==> config.mk <==
export PLATFORM = sky130hd
export DESIGN_NAME = fxa_alu
export DESIGN_NICKNAME = d
export VERILOG_FILES = /design/src/rtl/fxa_pkg.sv /design/src/rtl/fxa_bank.sv /design/src/rtl/fxa_arith.sv /design/src/rtl/fxa_sat.sv /design/src/rtl/fxa_alu.sv
export SDC_FILE = /design/constraint.sdc
export NUM_CORES = 1
export LEC_CHECK = 0
export BUFFER_PORTS_ARGS = -buffer_cell sky130_fd_sc_hd__clkbuf_2
export CORE_MARGIN = 2
export CORE_UTILIZATION = 55
export CTS_CLUSTER_SIZE = 40
export DETAILED_ROUTE_END_ITERATION = 10
export PLACE_DENSITY = 0.73
export SYNTH_ARGS = -nofsm -noshare
export SYNTH_HDL_FRONTEND = slang
export SYNTH_HIERARCHICAL = 1
export SYNTH_SLANG_ARGS = --single-unit
==> constraint.sdc <==
create_clock -name clk -period 5.8 [get_ports clk]
set_clock_uncertainty 0.05 [all_clocks]
set_input_delay 1.16 -clock clk [delete_from_list [all_inputs] [get_ports clk]]
set_output_delay 1.16 -clock clk [all_outputs]
set_load 0.02 [all_outputs]
==> src/rtl/fxa_pkg.sv <==
package fxa_pkg;

   typedef enum logic [3:0] {
      OP_ADD  = 4'd0,
      OP_ADC  = 4'd1,
      OP_SUB  = 4'd2,
      OP_SBC  = 4'd3,
      OP_NEG  = 4'd4,
      OP_INC  = 4'd5,
      OP_DEC  = 4'd6,
      OP_ABS  = 4'd7,
      OP_AND  = 4'd8,
      OP_OR   = 4'd9,
      OP_XOR  = 4'd10,
      OP_NOT  = 4'd11,
      OP_DIVS = 4'd12,
      OP_DIVQ = 4'd13,
      OP_RSV0 = 4'd14,
      OP_RSV1 = 4'd15
   } fxa_op_e;

   localparam int FL_Z  = 0;
   localparam int FL_N  = 1;
   localparam int FL_V  = 2;
   localparam int FL_C  = 3;
   localparam int FL_S  = 4;
   localparam int FL_Q  = 5;
   localparam int NFLAG = 6;

   localparam int RI_X0 = 0;
   localparam int RI_X1 = 1;
   localparam int RI_Y0 = 2;
   localparam int RI_Y1 = 3;
   localparam int RI_AF = 4;
   localparam int RI_AR = 5;
   localparam int NREG  = 6;

   function automatic logic op_is_arith(input logic [3:0] o);
      return o <= 4'd7;
   endfunction

   function automatic logic op_is_logic(input logic [3:0] o);
      return (o >= 4'd8) && (o <= 4'd11);
   endfunction

   function automatic logic op_is_div(input logic [3:0] o);
      return (o == 4'd12) || (o == 4'd13);
   endfunction

   function automatic logic op_is_known(input logic [3:0] o);
      return o <= 4'd13;
   endfunction

endpackage

==> src/rtl/fxa_bank.sv <==
module fxa_bank
   import fxa_pkg::*;
#(
   parameter int W = 16
) (
   input  logic                       clk,
   input  logic                       rst_n,
   input  logic                       ld_we,
   input  logic [2:0]                 ld_idx,
   input  logic [W-1:0]               ld_val,
   input  logic                       rs_we,
   input  logic [2:0]                 rs_idx,
   input  logic [W-1:0]               rs_val,
   output logic [NREG-1:0][W-1:0]     rf_q
);

   for (genvar i = 0; i < NREG; i++) begin : g_reg
      always_ff @(posedge clk or negedge rst_n) begin
         if (!rst_n) begin
            rf_q[i] <= '0;
         end else if (rs_we && (rs_idx == 3'(i))) begin
            rf_q[i] <= rs_val;   // operation result has priority over a load
         end else if (ld_we && (ld_idx == 3'(i))) begin
            rf_q[i] <= ld_val;
         end
      end
   end

endmodule

==> src/rtl/fxa_arith.sv <==
module fxa_arith
   import fxa_pkg::*;
#(
   parameter int W = 16
) (
   input  logic [W-1:0] x,
   input  logic [W-1:0] y,
   input  logic [3:0]   op,
   input  logic         ac_in,
   input  logic         aq_in,
   output logic [W-1:0] res,
   output logic         ov,
   output logic         co,
   output logic         q_out
);

   logic [W-1:0] a_op;
   logic [W-1:0] b_op;
   logic         c_op;
   logic [W:0]   sum;
   logic         ov_raw;

   // operand steering for the single shared adder
   always_comb begin
      a_op = x;
      b_op = '0;
      c_op = 1'b0;
      unique case (op)
         OP_ADD:  begin b_op = y;         end
         OP_ADC:  begin b_op = y;  c_op = ac_in; end
         OP_SUB:  begin b_op = ~y; c_op = 1'b1;  end
         OP_SBC:  begin b_op = ~y; c_op = ac_in; end
         OP_NEG:  begin a_op = '0; b_op = ~x; c_op = 1'b1; end
         OP_INC:  begin c_op = 1'b1; end
         OP_DEC:  begin b_op = '1; end
         OP_ABS:  begin
            if (x[W-1]) begin
               a_op = '0; b_op = ~x; c_op = 1'b1;
            end
         end
         OP_DIVQ: begin
            b_op = aq_in ? y : ~y;
            c_op = ~aq_in;
         end
         default: begin end
      endcase
   end

   assign sum    = {1'b0, a_op} + {1'b0, b_op} + {{W{1'b0}}, c_op};
   assign ov_raw = (a_op[W-1] == b_op[W-1]) && (sum[W-1] != a_op[W-1]);

   // result selection
   always_comb begin
      res   = sum[W-1:0];
      q_out = aq_in;
      ov    = 1'b0;
      co    = 1'b0;
      if (op_is_arith(op)) begin
         ov = ov_raw;
         co = sum[W];
      end
      unique case (op)
         OP_AND:  res = x & y;
         OP_OR:   res = x | y;
         OP_XOR:  res = x ^ y;
         OP_NOT:  res = ~x;
         OP_DIVS: begin
            q_out = x[W-1] ^ y[W-1];
            res   = {x[W-2:0], q_out};
         end
         OP_DIVQ: begin
            q_out = sum[W-1] ^ y[W-1];
            res   = {sum[W-2:0], q_out};
         end
         default: begin end
      endcase
   end

endmodule

==> src/rtl/fxa_sat.sv <==
module fxa_sat #(
   parameter int W      = 16,
   parameter bit SAT_EN = 1'b1
) (
   input  logic [W-1:0] raw,
   input  logic         ovf,
   input  logic         en,
   output logic [W-1:0] val
);

   localparam logic [W-1:0] MAX_POS = {1'b0, {(W-1){1'b1}}};
   localparam logic [W-1:0] MAX_NEG = {1'b1, {(W-1){1'b0}}};

   if (SAT_EN) begin : g_clamp
      // a wrapped negative value means the true result went above the top
      always_comb begin
         if (en && ovf) val = raw[W-1] ? MAX_POS : MAX_NEG;
         else           val = raw;
      end
   end else begin : g_pass
      logic unused_sat;
      assign unused_sat = en & ovf;
      assign val = raw;
   end

endmodule

==> src/rtl/fxa_alu.sv <==
module fxa_alu
   import fxa_pkg::*;
#(
   parameter  int W      = 16,
   parameter  int BANKS  = 2,
   parameter  bit SAT_EN = 1'b1,
   localparam int BSW    = $clog2(BANKS)
) (
   input  logic             clk,
   input  logic             rst_n,
   input  logic             ld_en,
   input  logic [2:0]       ld_sel,
   input  logic [W-1:0]     ld_data,
   input  logic [W-1:0]     rbus,
   input  logic             op_valid,
   input  logic [3:0]       op,
   input  logic [1:0]       x_sel,
   input  logic [1:0]       y_sel,
   input  logic             dst_af,
   input  logic             sat_mode,
   input  logic [BSW-1:0]   bank_sel,
   output logic [NFLAG-1:0] status,
   output logic [W-1:0]     ar_out,
   output logic [W-1:0]     af_out
);

   if (W < 4) begin : g_bad_width
      $error("fxa_alu: W must be at least 4");
   end
   if ((BANKS < 2) || (BANKS != (1 << BSW))) begin : g_bad_banks
      $error("fxa_alu: BANKS must be a power of two, at least 2");
   end

   logic [BANKS-1:0][NREG-1:0][W-1:0] rf_all;
   logic [NREG-1:0][W-1:0]            act;
   logic [W-1:0]                      x_opnd;
   logic [W-1:0]                      y_opnd;
   logic [W-1:0]                      raw_res;
   logic [W-1:0]                      sat_res;
   logic [W-1:0]                      wr_val;
   logic [2:0]                        wr_idx;
   logic                              ovf;
   logic                              cout;
   logic                              q_next;
   logic                              exec;
   logic                              ld_ok;
   logic [NFLAG-1:0]                  flags;

   assign exec  = op_valid && op_is_known(op);
   assign ld_ok = ld_en && (ld_sel < 3'(NREG));

   for (genvar b = 0; b < BANKS; b++) begin : g_bank
      logic here;
      assign here = (bank_sel == BSW'(b));
      fxa_bank #(.W(W)) u_bank (
         .clk    (clk),
         .rst_n  (rst_n),
         .ld_we  (ld_ok && here),
         .ld_idx (ld_sel),
         .ld_val (ld_data),
         .rs_we  (exec && here && !op_is_div(op) ? 1'b1 : (exec && here)),
         .rs_idx (wr_idx),
         .rs_val (wr_val),
         .rf_q   (rf_all[b])
      );
   end

   assign act = rf_all[bank_sel];

   // operand selection
   always_comb begin
      if (x_sel[1]) x_opnd = rbus;
      else          x_opnd = x_sel[0] ? act[RI_X1] : act[RI_X0];
      if (y_sel[1]) y_opnd = act[RI_AF];
      else          y_opnd = y_sel[0] ? act[RI_Y1] : act[RI_Y0];
   end

   fxa_arith #(.W(W)) u_arith (
      .x     (x_opnd),
      .y     (y_opnd),
      .op    (op),
      .ac_in (flags[FL_C]),
      .aq_in (flags[FL_Q]),
      .res   (raw_res),
      .ov    (ovf),
      .co    (cout),
      .q_out (q_next)
   );

   fxa_sat #(.W(W), .SAT_EN(SAT_EN)) u_sat (
      .raw (raw_res),
      .ovf (ovf),
      .en  (sat_mode && op_is_arith(op) && !dst_af),
      .val (sat_res)
   );

   assign wr_idx = dst_af ? 3'(RI_AF) : 3'(RI_AR);
   assign wr_val = dst_af ? raw_res : sat_res;

   // shared status flags
   always_ff @(posedge clk or negedge rst_n) begin
      if (!rst_n) begin
         flags <= '0;
      end else if (exec) begin
         if (op_is_div(op)) begin
            flags[FL_Q] <= q_next;
         end else begin
            flags[FL_Z] <= (raw_res == '0);
            flags[FL_N] <= raw_res[W-1];
            flags[FL_V] <= ovf;
            flags[FL_C] <= cout;
            if (op == OP_ABS) flags[FL_S] <= x_opnd[W-1];
         end
      end
   end

   assign status = flags;
   assign ar_out = act[RI_AR];
   assign af_out = act[RI_AF];

endmodule

* Word level (Yosys, flattened, before mapping)
Cells that the tools add are included.
Widths: inputs -> output; s select.
** Operators by class
- Add/subtract/negate cells :: 2
- $lt $le $gt $ge :: 4
- Equal/unequal tests :: 25
- Mux-type cells :: 47
- Bitwise operators :: 10
- Reductions and logical operators :: 63
** Operator list (count)
- $mux 16 :: 33
- $mux 96 :: 2
- $pmux 16 s6 :: 2
- $logic_and 1x1->1 :: 36
- $not 16->16 :: 2
- $pmux 16 s2 :: 1
- $reduce_bool 2->1 :: 13
- $eq 4x4->1 const B :: 6
- $add 16x16->17 :: 1
- $add 17x1->17 :: 1
- $and 16x16->16 :: 1
- $eq 4x3->1 const B :: 4
- $logic_not 16->1 :: 1
- $or 16x16->16 :: 1
- $xor 16x16->16 :: 1
- $mux 15 :: 1
- $eq 3x2->1 const B :: 4
- $eq 3x3->1 const B :: 4
- $eq 4x2->1 const B :: 2
- $eq 3x1->1 const B :: 2
- $logic_not 3->1 :: 2
- $mux 1 :: 6
- $reduce_and 3->1 :: 2
- $reduce_or 2->1 :: 3
- other kinds (16) :: 20
** Word-level totals
- Register bits after elaboration :: 198
- Input port bits :: 50
- Word-level logic and storage cells :: 166

* Logic depth before layout (Yosys ltp)
- Word-level depth :: 16
- Depth in mapped cells :: 24

* By module
The synthesis kept the hierarchy.
** By module, submodules not included
- fxa_bank :: instances 2, cells each 426, area an instance 4614.4 µm², sequential area each 2402.3 µm²
- fxa_arith :: instances 1, cells each 389, area an instance 2720.1 µm², sequential area each 0.0 µm²
- fxa_alu :: instances 1, cells each 170, area an instance 2122.0 µm², sequential area each 150.1 µm²
- fxa_sat :: instances 1, cells each 21, area an instance 168.9 µm², sequential area each 0.0 µm²

* Worst setup path after synthesis
No wires, ideal clock.
- Kind :: input-to-reg
- Start :: input bank_sel
- End :: register g_bank[0].u_bank/rf_q[91] (netlist name)
- Arrival :: 5.731 ns
- Data required time :: 5.613 ns
- Slack :: -0.118 ns
- Stages :: 23
- Buffers on the path :: 4
- Cells stage by stage :: buf_6 buf_2 a2111oi_0 nor3_1 nand3_1 o21ai_1 nand2_1 o211ai_1 fa_1 fa_1 a211oi_2 o211ai_2 nand2_1 o211ai_2 xnor2_1 o221ai_1 and3_1 buf_6 buf_8 a21o_1 mux2_2 nor2_1 a21oi_1
** Between the ends
- Elaborated cells on any way between the ends :: 38
- Those cells by class :: add/sub: 2; eq/ne: 2; mux: 20; bitwise: 6; reduce/logical: 8
** RTL lines
- start, declared :: RTL line fxa_alu.sv:21 : input logic [BSW-1:0] bank_sel,
- $mux 96 (implied by the code) (*) (2 in a row) :: RTL line fxa_alu.sv:68 : assign act = rf_all[bank_sel];
- $mux 16 (*) :: RTL line fxa_alu.sv:73 : else x_opnd = x_sel[0] ? act[RI_X1] : act[RI_X0];
- $mux 16 (*) :: RTL line fxa_alu.sv:72 : if (x_sel[1]) x_opnd = rbus;
- net x_opnd[15] :: RTL line fxa_alu.sv:36 : logic [W-1:0] x_opnd;
- $not 16->16 :: RTL line fxa_arith.sv:33, fxa_arith.sv:38, fxa_arith.sv:66
- $mux 16 :: RTL line fxa_arith.sv:37 : if (x[W-1]) begin
- $pmux 16 s6 :: RTL line fxa_arith.sv:28 : unique case (op)
- $add 16x16->17 :: RTL line fxa_arith.sv:49 : assign sum = {1'b0, a_op} + {1'b0, b_op} + {{W{1'b0}}, c_op};
- $add 17x1->17 :: RTL line fxa_arith.sv:49
- $pmux 16 s6 (*) :: RTL line fxa_arith.sv:62 : unique case (op)
- net raw_res[15] :: RTL line fxa_alu.sv:38 : logic [W-1:0] raw_res;
- $mux 16 (*) (2 in a row) :: RTL line fxa_sat.sv:17 : if (en && ovf) val = raw[W-1] ? MAX_POS : MAX_NEG;
- net sat_res[11] :: RTL line fxa_alu.sv:39 : logic [W-1:0] sat_res;
- $mux 16 (*) :: RTL line fxa_alu.sv:98 : assign wr_val = dst_af ? raw_res : sat_res;
- net wr_val[11] :: RTL line fxa_alu.sv:40 : logic [W-1:0] wr_val;
- $mux 16 (*) :: RTL line fxa_bank.sv:21 : end else if (rs_we && (rs_idx == 3'(i))) begin
- end signal, assigned by index :: RTL line fxa_bank.sv:22 : rf_q[i] <= rs_val;
- end signal, assigned by index :: RTL line fxa_bank.sv:24 : rf_q[i] <= ld_val;
- end, declared :: RTL line fxa_bank.sv:14 : output logic [NREG-1:0][W-1:0] rf_q
Mark *: on every way through the listed nets, which the timed path passes. The rest lies on a longest branch. The select of a mux whose other input is x is not followed.
A chain may end at the register's enable or synchronous reset.

* Final worst setup path
- Start :: input bank_sel
- End :: register g_bank[0].u_bank/rf_q[70] (netlist name)
** Between the ends
- Elaborated cells on any way between the ends :: 38
- Those cells by class :: add/sub: 2; eq/ne: 2; mux: 20; bitwise: 6; reduce/logical: 8
** RTL lines
- $mux 96 (implied by the code) (*) (2 in a row) :: RTL line fxa_alu.sv:68
- $mux 16 :: RTL line fxa_alu.sv:75 : else y_opnd = y_sel[0] ? act[RI_Y1] : act[RI_Y0];
- $mux 16 (*) :: RTL line fxa_alu.sv:74 : if (y_sel[1]) y_opnd = act[RI_AF];
- net y_opnd[0] :: RTL line fxa_alu.sv:37 : logic [W-1:0] y_opnd;
- $not 16->16 :: RTL line fxa_arith.sv:31, fxa_arith.sv:32, fxa_arith.sv:42
- $mux 16 :: RTL line fxa_arith.sv:42 : b_op = aq_in ? y : ~y;
- $pmux 16 s6 (*) :: RTL line fxa_arith.sv:28
- $add 16x16->17 (*) :: RTL line fxa_arith.sv:49
- $add 17x1->17 (*) :: RTL line fxa_arith.sv:49
- $pmux 16 s6 (*) :: RTL line fxa_arith.sv:62
- net raw_res[15] :: RTL line fxa_alu.sv:38
- $mux 16 (*) (2 in a row) :: RTL line fxa_sat.sv:17
- net sat_res[6] :: RTL line fxa_alu.sv:39
- $mux 16 (*) :: RTL line fxa_alu.sv:98
- net wr_val[6] :: RTL line fxa_alu.sv:40
- $mux 16 (*) :: RTL line fxa_bank.sv:21
Marks and branches as above.

==> impl_metrics.tcl <==
set metrics [dict create \
    synth_top_area_cell "dfrtp_1" \
    final.period_utilization_pct 92.9 \
    diodes 0 \
    p_leak_nw 7.34 \
    synthCells 1432 \
    clkLatencyLatePin_ns 0.44 \
    slowest_stage "fa_1" \
    hold_viol 0 \
    ys_seq_elements 198 \
    hold_slack_ns 0.438 \
    setup_violations 0 \
    wl_per_cell_um 23.0 \
    max_freq_mhz 186 \
    dp_cells 1907 \
    required_ns 6.04 \
    synth_edf_count 0 \
    clock_sinks 198 \
    synth_warnings 6 \
    final.fill_count 2097 \
    fin_nets 1695 \
    cp_cell_sequence "buf_4 -> buf_12 -> mux2_2 -> mux2_2 -> a21oi_1 -> o211ai_1 -> fa_2 -> fa_1 -> a211oi_2 -> o211ai_2 -> nand2_1 -> o211ai_2 -> xnor2_1 -> o221ai_1 -> and3_2 -> a21o_1 -> mux2_2 -> buf_4 -> nand2_1 -> o21ai_1" \
    vias 12100 \
    cts_htree_levels 4 \
    hold_class "register to register" \
    vdd_drop_max_uv 218 \
    overflow 0 \
    synth_area_leaders "dfrtp_1, mux2i_1, mux2_2" \
    clkTransAtPathRegs_ns 0.08 \
    rsz0062_at_grt "false" \
    synth_cell_types 76 \
    final.setup.worst_slack_ns 0.413 \
    cpLargestDelayFamily "compound AO/OA/AOI/OAI gates" \
    via_per_inst 6.25 \
    finalMaxSlewViolations 132 \
    io_pins 88 \
    grt_use_total_pct 33.5 \
    cts_buffer_depth 2 \
    total_power_mw 6.57 \
    synth_top_area_share_pct 34.8 \
    numCtsBuffers 17 \
    drive_gt1_share_pct 26.8 \
    critPathMaxStageDelay_ns 0.49 \
    rrSetupSlack_ns 0.88 \
    syn-cell-area_sq_mm 0.0142 \
    dp_hpwl_um 31800 \
    design_area_sq_mm 0.0162 \
    grt_pass1_wl_um 68600 \
    die_h_um 165 \
    die_area_sq_mm 0.0272 \
    placed_cell_area_sq_mm 0.0156 \
    timing.slew.headroom_pct -30.8 \
    grt_max_degree 127 \
    rows 58 \
    startpoint "bank_sel" \
    status "finished, violations left" \
    die_w_um 165 \
    postRouteAntennaNets 0 \
    max_slew.worst_pin.slew_ns 1.95 \
    path_max_fanout 15 \
    powerDensity_mw_per_mm2 405 \
    place_ws_ns -0.0262 \
    fin_cells 1939 \
    routabilityCongestion 0.937 \
    path_buf_inv 3 \
    seq_area_sq_mm 0.00495 \
    min-delay-start "status[0]$_DFFE_PN0P_" \
    cts_tree "yes" \
    crit_type "input port to register" \
    violations "max-slew violations" \
    synthArstFlopShare_pct 100 \
    cts_root_buffer "clkbuf_16" \
    antenna_found_initial 0 \
    utilization_pct 64.0 \
    start_kind "input port" \
    portBuffers 87 \
    cpMostUsedCell "mux2_2" \
    core-area_sq_mm 0.0253 \
    maxCapViolCount 0 \
    synth_flop_cell "dfrtp_1" \
    drt_iter0_markers 1360 \
    post-route-min-period_ns 5.39 \
    syn_avg_cell_area_sq_um 9.94 \
    drt-pass1-iter-count 6 \
    final_common_cell "mux2i_1" \
    wirelength_um 44500 \
    drcViolationCount 0 \
    cp.arrival_ns 5.63 \
    final_cell_mix "mux2i_1, dfrtp_1, nand2_1" \
    grt_pass1_vias 11800 \
    ys_seq_area_share_pct 34.8 \
    end_kind "register" \
    start_util_pct 56.2 \
    multi_input_area_sq_mm 0.00853 \
    fin_tns_setup_ns 0 \
    syn_to_final_growth_pct 13.9 \
    r2r_start "g_bank[0].u_bank/rf_q[15]$_DFFE_PN0P_" \
    post_cts.repair.setup_buffers 0 \
]
worst paths after layout:
kind,to,cells past startpoint
worst max-delay path,g_bank[0].u_bank/rf_q[70]$_DFFE_PN0P_,20
worst min-delay path,status[0]$_DFFE_PN0P_,2
worst max register to register,g_bank[0].u_bank/rf_q[70]$_DFFE_PN0P_,21
worst min register to register,status[0]$_DFFE_PN0P_,2
max in group asynchronous,g_bank[0].u_bank/rf_q[19]$_DFFE_PN0P_,2
min in group asynchronous,g_bank[0].u_bank/rf_q[47]$_DFFE_PN0P_,1
worst register-to-register path, cell delays in order, from the launching register on:
cell and delay, ns:
dfrtp_1 0.39, nor2b_1 0.14, a2111oi_2 0.38, nor3_1 0.15
mux2i_1 0.16, o22ai_1 0.09, nand2_1 0.07, o21ai_0 0.16
fa_2 0.46, fa_1 0.49, a211oi_2 0.32, o211ai_2 0.14
nand2_1 0.11, o211ai_2 0.12, xnor2_1 0.18, o221ai_1 0.17
and3_2 0.38, a21o_1 0.19, mux2_2 0.30, buf_4 0.17
nand2_1 0.06, o21ai_1 0.08
state kept, by name, indices dropped and copies added (netlist names):
register / count
status: 6
g_bank.u_bank/rf_q: 192
routing by layer:
| layer | GRT usage, % | share of wire [%] |
|---|---|---|
| met1 | 46.7 | 42 |
| met2 | 51.7 | 46 |
| met3 | 5.58 | 7.3 |
| met4 | 15.0 | 4.6 |
| met5 | 0 | 0 |
timing repair:
item	in CTS	in global routing
hold buffers	0	0
gates resized for setup	0	1
setup endpoints to repair	0	2
logic make-up after synthesis:
family / share of synthesized area [%]
other: 0.0527
adders and majority gates: 4.41
and+or+nand+nor: 11.8
DFF: 34.8
muxes: 26.5
buffers and inverters: 6.05
xor gates and xnor gates: 0.958
AOI/OAI and AO/OA: 15.4
layout make-up:
cell class	instances	share of cell area [%]
multi-input cells	1114	52.6
flip-flops and latches	198	30.6
repair buffers	227	9.54
clock buffers	18	2.71
well taps	330	2.55
clock inverters	14	1.15
inverters	38	0.879
synthesized netlist by cell type, types with 5 or more instances:
master	count
mux2i_1	209
a21o_1	13
o21ai_0	11
nor2_1	101
and3_1	5
xor2_1	6
nand4b_1	9
mux2_2	84
o21ai_1	115
buf_2	32
nor2b_1	10
inv_1	38
ha_1	47
clkbuf_1	29
buf_6	12
clkbuf_2	9
buf_8	7
o211ai_1	16
xnor2_1	7
dfrtp_1	198
a21o_2	6
buf_12	5
and4bb_1	8
buf_4	7
a21oi_1	113
o21ai_2	21
nor3b_1	5
nand2_1	160
mux4_2	32
a22oi_1	28
nor3_1	5
nand3_1	7
where the power goes:
group          switching, mW  internal, mW
registers              0.289          1.88
clock network          0.601         0.632
logic                   1.74          1.43
(Power assumes the default switching activity.)
